==> src/rtl/pci_tgt_pkg.sv <==
package pci_tgt_pkg;
  localparam logic [3:0] CMD_MEM_RD = 4'b0110;
  localparam logic [3:0] CMD_MEM_WR = 4'b0111;

  typedef enum logic {
    ST_IDLE,
    ST_DATA
  } tgt_state_e;
endpackage

==> src/rtl/pci_tgt_decode.sv <==
module pci_tgt_decode #(
  parameter logic [31:0] BASE_ADDR = 32'h1000_0000,
  parameter int unsigned WIN_BITS  = 6
) (
  input  logic [31:WIN_BITS] addr_hi_i,
  input  logic [1:0]         addr_lo_i,
  input  logic [3:0]         cmd_i,
  output logic               hit_o,
  output logic               rd_o
);
  import pci_tgt_pkg::*;

  logic in_win;
  logic mem_cmd;

  assign in_win  = (addr_hi_i == BASE_ADDR[31:WIN_BITS]) && (addr_lo_i == 2'b00);
  assign mem_cmd = (cmd_i == CMD_MEM_RD) || (cmd_i == CMD_MEM_WR);
  assign hit_o   = in_win && mem_cmd;
  assign rd_o    = (cmd_i == CMD_MEM_RD);
endmodule

==> src/rtl/pci_tgt_fsm.sv <==
module pci_tgt_fsm #(
  parameter int unsigned WAIT_STATES = 2,
  parameter int unsigned IDX_W       = 4
) (
  input  logic             clk_i,
  input  logic             rst_ni,
  input  logic             frame_ni,
  input  logic             irdy_ni,
  input  logic             hit_i,
  input  logic             rd_i,
  input  logic [IDX_W-1:0] idx_i,
  output logic [IDX_W-1:0] idx_o,
  output logic             we_o,
  output logic             devsel_no,
  output logic             trdy_no,
  output logic             ad_oe_o
);
  import pci_tgt_pkg::*;

  localparam int unsigned CNT_W = $clog2(WAIT_STATES + 2);

  tgt_state_e       st_q;
  logic             bus_idle_q;
  logic             rd_q;
  logic             ta_q;
  logic [CNT_W-1:0] cnt_q;
  logic [IDX_W-1:0] idx_q;
  logic             addr_phase;
  logic             ready;
  logic             xfer;

  assign addr_phase = (st_q == ST_IDLE) && bus_idle_q && !frame_ni;
  assign ready      = (st_q == ST_DATA) && (cnt_q == '0);
  assign xfer       = ready && !irdy_ni;

  always_ff @(posedge clk_i or negedge rst_ni) begin
    if (!rst_ni) begin
      st_q       <= ST_IDLE;
      bus_idle_q <= 1'b1;
      rd_q       <= 1'b0;
      ta_q       <= 1'b0;
      cnt_q      <= '0;
      idx_q      <= '0;
    end else begin
      bus_idle_q <= frame_ni && irdy_ni;
      if (st_q == ST_IDLE) begin
        if (addr_phase && hit_i) begin
          st_q  <= ST_DATA;
          rd_q  <= rd_i;
          ta_q  <= 1'b1;
          idx_q <= idx_i;
          // reads carry one extra cycle for the turnaround
          cnt_q <= rd_i ? CNT_W'(WAIT_STATES + 1) : CNT_W'(WAIT_STATES);
        end
      end else begin
        ta_q <= 1'b0;
        if (cnt_q != '0) cnt_q <= cnt_q - 1'b1;
        else if (xfer)   st_q  <= ST_IDLE;
      end
    end
  end

  assign idx_o     = idx_q;
  assign we_o      = xfer && !rd_q;
  assign devsel_no = (st_q != ST_DATA);
  assign trdy_no   = !ready;
  assign ad_oe_o   = (st_q == ST_DATA) && rd_q && !ta_q;
endmodule

==> src/rtl/pci_tgt_regfile.sv <==
module pci_tgt_regfile #(
  parameter int unsigned DEPTH = 16,
  parameter int unsigned IDX_W = 4
) (
  input  logic             clk_i,
  input  logic             rst_ni,
  input  logic             we_i,
  input  logic [IDX_W-1:0] idx_i,
  input  logic [3:0]       be_i,
  input  logic [31:0]      wdata_i,
  output logic [31:0]      rdata_o
);
  logic [DEPTH-1:0][31:0] mem_q;

  for (genvar w = 0; w < DEPTH; w++) begin : g_word
    for (genvar b = 0; b < 4; b++) begin : g_byte
      always_ff @(posedge clk_i or negedge rst_ni) begin
        if (!rst_ni)
          mem_q[w][8*b +: 8] <= 8'h00;
        else if (we_i && be_i[b] && (idx_i == IDX_W'(w)))
          mem_q[w][8*b +: 8] <= wdata_i[8*b +: 8];
      end
    end
  end

  assign rdata_o = mem_q[idx_i];
endmodule

==> src/rtl/pci_tgt_single.sv <==
module pci_tgt_single #(
  parameter logic [31:0] BASE_ADDR   = 32'h1000_0000,
  parameter int unsigned WIN_BITS    = 6,
  parameter int unsigned WAIT_STATES = 2
) (
  input  logic        clk_i,
  input  logic        rst_ni,
  input  logic [31:0] ad_i,
  output logic [31:0] ad_o,
  output logic        ad_oe_o,
  input  logic [3:0]  cbe_i,
  input  logic        frame_ni,
  input  logic        irdy_ni,
  output logic        devsel_no,
  output logic        trdy_no
);
  localparam int unsigned IDX_W = WIN_BITS - 2;
  localparam int unsigned DEPTH = 2 ** IDX_W;

  logic             hit;
  logic             rd;
  logic             reg_we;
  logic [IDX_W-1:0] reg_idx;

  pci_tgt_decode #(
    .BASE_ADDR(BASE_ADDR),
    .WIN_BITS (WIN_BITS)
  ) u_dec (
    .addr_hi_i(ad_i[31:WIN_BITS]),
    .addr_lo_i(ad_i[1:0]),
    .cmd_i    (cbe_i),
    .hit_o    (hit),
    .rd_o     (rd)
  );

  pci_tgt_fsm #(
    .WAIT_STATES(WAIT_STATES),
    .IDX_W      (IDX_W)
  ) u_fsm (
    .clk_i    (clk_i),
    .rst_ni   (rst_ni),
    .frame_ni (frame_ni),
    .irdy_ni  (irdy_ni),
    .hit_i    (hit),
    .rd_i     (rd),
    .idx_i    (ad_i[WIN_BITS-1:2]),
    .idx_o    (reg_idx),
    .we_o     (reg_we),
    .devsel_no(devsel_no),
    .trdy_no  (trdy_no),
    .ad_oe_o  (ad_oe_o)
  );

  pci_tgt_regfile #(
    .DEPTH(DEPTH),
    .IDX_W(IDX_W)
  ) u_rf (
    .clk_i  (clk_i),
    .rst_ni (rst_ni),
    .we_i   (reg_we),
    .idx_i  (reg_idx),
    .be_i   (~cbe_i),
    .wdata_i(ad_i),
    .rdata_o(ad_o)
  );
endmodule

==> config.mk <==
export PLATFORM = sky130hd
export DESIGN_NAME = pci_tgt_single
export DESIGN_NICKNAME = d
export VERILOG_FILES = /design/src/rtl/pci_tgt_pkg.sv /design/src/rtl/pci_tgt_decode.sv /design/src/rtl/pci_tgt_fsm.sv /design/src/rtl/pci_tgt_regfile.sv /design/src/rtl/pci_tgt_single.sv
export SDC_FILE = /design/constraint.sdc
export NUM_CORES = 1
export LEC_CHECK = 0
export BUFFER_PORTS_ARGS = -buffer_cell sky130_fd_sc_hd__buf_2
export CORE_AREA = 2 2 275 169
export CTS_CLUSTER_SIZE = 40
export DETAILED_ROUTE_END_ITERATION = 12
export DIE_AREA = 0 0 277 171
export PLACE_DENSITY_LB_ADDON = 0.2
export SYNTH_ARGS = -nofsm -noshare
export SYNTH_HDL_FRONTEND = slang
export SYNTH_SLANG_ARGS = --single-unit
==> constraint.sdc <==
create_clock -name clk_i -period 5.54 [get_ports clk_i]
set_input_delay 0.277 -clock clk_i [delete_from_list [all_inputs] [get_ports clk_i]]
set_output_delay 0.277 -clock clk_i [all_outputs]
set_load 0.02 [all_outputs]
==> flow_summary.yaml <==
outcome:
  run_status: "finished clean"
power:
  cellInternalPower_w: 0.006152
  combinational_power_share: 0.058
  power.switching_fraction: 0.2207
  seqPwrFrac: 0.513
  finalPower_w: 0.007894
  max-vdd-ir-drop_mv: 0.2925
  p_sw_w: 0.001742
  power.static_leakage_nw: 13.26
  cellPowerDensity_nw_per_um2: 293.5
  clock_power_share: 0.429
yosys:
  synth-main-ff-cell: "sky130_fd_sc_hd__dfrtp_1"
  ys_seq_elements: 522
  netlist.top_cell.by_area: "sky130_fd_sc_hd__dfrtp_1"
  syn-cell-area_um2: 24370
  async_reset_ff_frac: 1.000
  synth.top_cell.area_share: 0.5350
  mappedNetlistNets: 1442
  syn-mean-instance-area_um2: 17.40
  netlist-cell-type-count: 39
  synthMostInstantiatedCell: "sky130_fd_sc_hd__dfrtp_1"
  synth-warning-count: 0
  synthTopCellsByArea: "sky130_fd_sc_hd__dfrtp_1 (53%), sky130_fd_sc_hd__mux2_1 (21%), sky130_fd_sc_hd__mux4_2 (15%)"
  postSynthCellCount: 1401
  synth_seq_area_share: 0.5360
  netlist_top_cells_count: "sky130_fd_sc_hd__dfrtp_1 (521), sky130_fd_sc_hd__mux2_1 (461), sky130_fd_sc_hd__mux4_2 (160)"
  synth-edff-count: 0
place:
  dpl_worst_slack_ps: 2294
  dpl_hpwl_mm: 32.76
  globalplace.congestion: 0.7767
  port-buffer-count: 74
  placed_cells: 2007
cts:
  clk_transition_reported_paths_ps: 60
  clk_root_buffer_cell: "sky130_fd_sc_hd__clkbuf_16"
  cts_sinks: 522
  postCtsResizedCells: 0
  cts_made_buffers: 48
  ctsHtreeMaxLevel: 2
  insertion_delay_ps: 560
  tritoncts_clock_tree: "yes"
  clock_path_buffers: 3
timing:
  finClkSkew_ps: 13.49
  fin_ws_ps: 1839
  timing_max_transition_violations_final: 0
  grt_setup_unrepaired: "false"
  worst-slew-pin-transition_ps: 1001
  fin_setup_tns_ps: 0
  achievable_clock_frequency_mhz: 270.2
  setup-violations-final: 0
  final.min_clock_period_ps: 3701
  final_min_period_over_clock_period: 0.6681
  worst_slew_margin_rel: 0.3323
  count_of_endpoints_failing_hold_in_the_final_timing_report: 0
floorplanning:
  chipHeight_um: 171
  placement_rows: 61
  initial_utilization: 0.5394
  die_area_um2: 47370
  core_area_um2: 45180
  floorplan.io_pins: 75
  horiz_die_dim_um: 277
drt:
  drt-vias-per-instance: 6.044
  residual_drc: 0
  total_iterations_of_the_first_detailed_routing_run: 4
  ant_nets: 0
  route.final.wire_length_mm: 53.28
  detailroute.via_count: 12680
  drtIter0Drc: 955
  wl_per_cell_um: 25.39
global_route:
  antenna_found_initial: 1
  groute.usage.overall: 0.2341
  largest_net_degree_at_the_start_of_global_routing: 143
  first_global_vias: 13430
  grt_pass1_wl_mm: 83.77
  gr-total-overflow: 0
finish:
  nFillCells: 3409
  syn_to_final_growth_pct: 10.36
  drive_gt1_frac: 0.3115
  finish.net_count: 1503
  finalNonFillerCells: 2098
setup_path:
  critPathMaxFanout: 60
  critPathCaptureType: "output port"
  critical_path_arrival_ps: 3420
  critPathLaunchType: "flip-flop"
  crit_required_ps: 5260
  critPathKind: "flip-flop to output port"
job:
  max-cap-violations: 0
min_path:
  min_path_type: "primary input to flip-flop"
==> final timing paths <==
check                                 from               to  slack, ps  cells after the start
max                         u_fsm.idx_o[1]         ad_o[13]       1840                      4
min                                irdy_ni       u_fsm.st_q         40                      3
max reg2reg                 u_fsm.idx_o[1]  u_rf.mem_q[208]       2280                      5
min reg2reg                u_rf.mem_q[342]  u_rf.mem_q[342]        480                      1
max in group asynchronous           rst_ni   u_fsm.idx_o[2]       3800                      3
min in group asynchronous           rst_ni   u_rf.mem_q[20]        360                      2
==> layout make-up <==
class                      count  area, um^2  share of cell area
antenna                        1       2.502          0.00009305
clock buffer                  75        1444             0.05369
clock inverter                12       162.7            0.006048
inverter                       3       11.26           0.0004187
multi-input combinational    798       10890              0.4048
sequential                   522       13080              0.4862
tap                          598       748.2             0.02782
timing repair buffer          89       563.0             0.02094
==> stage by stage <==
step	area, um^2	hold WS [ps]	util
6_report	26890	38.00	0.5952
5_1_grt	26890	31.90	0.5952
3_5_place_dp	25260	431.0	0.5590
3_3_place_gp	25260	423.7	0.5590
4_1_cts	26890	17.96	0.5952
2_1_floorplan	24370	-18.59	-
==> repair_timing <==
item / 4_1_cts / 5_1_grt
endpoints found under the hold margin: 112 / 0
hold buffers: 3 / 0
setup buffers: 0 / 0
==> power by group through the flow <==
stage               Clock (W)  Sequential, W  Combinational, W
floorplan                   0        0.00409          0.000271
finish                0.00339        0.00405          0.000456
global route          0.00364        0.00406          0.000506
global placement            0        0.00411          0.000448
CTS                   0.00348        0.00405          0.000468
detailed placement          0        0.00412          0.000463
==> worst max-delay path, stage by stage, from the launching register on <==
cell and delay [ps]:
sky130_fd_sc_hd__dfrtp_4 1010, sky130_fd_sc_hd__buf_4 670, sky130_fd_sc_hd__mux4_2 450, sky130_fd_sc_hd__mux4_2 490
sky130_fd_sc_hd__buf_2 180
==> sequential cells by signal, summed over array words and instances, names as in the netlist <==
signal	count
u_fsm.bus_idle_q	1
u_fsm.cnt_q	2
u_fsm.idx_o	4
u_fsm.rd_q	1
u_fsm.st_q	1
u_fsm.ta_q	1
u_rf.mem_q	512
==> logic make-up (layout without fill, tap and decap cells) <==
group | count (synthesis) | after routing | synth area share
adders and majority gates | 1 | 1 | 0.0005133
buffers and inverters | 81 | 179 | 0.01766
DFF | 522 | 522 | 0.5360
muxes | 677 | 677 | 0.3867
and+or+nand+nor | 114 | 114 | 0.05735
AOI/OAI and AO/OA | 6 | 6 | 0.001694
other | 0 | 1 | 0
==> cell usage in the layout, fill, tap and decap left out, types with 3 or more instances in the layout <==
cell type                       netlist  layout
sky130_fd_sc_hd__buf_4                2       7
sky130_fd_sc_hd__dfrtp_4              0       3
sky130_fd_sc_hd__buf_2               17      73
sky130_fd_sc_hd__bufinv_16            0       4
sky130_fd_sc_hd__dlygate4sd3_1        0       3
sky130_fd_sc_hd__nand2_2              8       8
sky130_fd_sc_hd__clkbuf_1            47      14
sky130_fd_sc_hd__mux4_2             160     160
sky130_fd_sc_hd__mux2_2              56      56
sky130_fd_sc_hd__inv_1                3       3
sky130_fd_sc_hd__dfrtp_1            521     517
sky130_fd_sc_hd__nor2_1               5       5
sky130_fd_sc_hd__clkbuf_8             0      12
sky130_fd_sc_hd__nand2_1              4       4
sky130_fd_sc_hd__nor4_1               5       5
sky130_fd_sc_hd__nor2b_1              4       4
sky130_fd_sc_hd__clkbuf_16            0      49
sky130_fd_sc_hd__nor2_8              38      38
sky130_fd_sc_hd__nand3_2              4       4
sky130_fd_sc_hd__buf_12               0       5
sky130_fd_sc_hd__nand2b_2             0       4
sky130_fd_sc_hd__clkinv_2             0       7
sky130_fd_sc_hd__nor2_4              23      23
sky130_fd_sc_hd__mux2_1             461     461
sky130_fd_sc_hd__nor2_2               4       4
==> metal layers <==
layer / part of all wire / track usage
met5: 0 / 0
met4: 0.019 / 0.05600
met3: 0.055 / 0.03564
met2: 0.47 / 0.3621
met1: 0.46 / 0.3527
(Power assumes the default switching activity.)
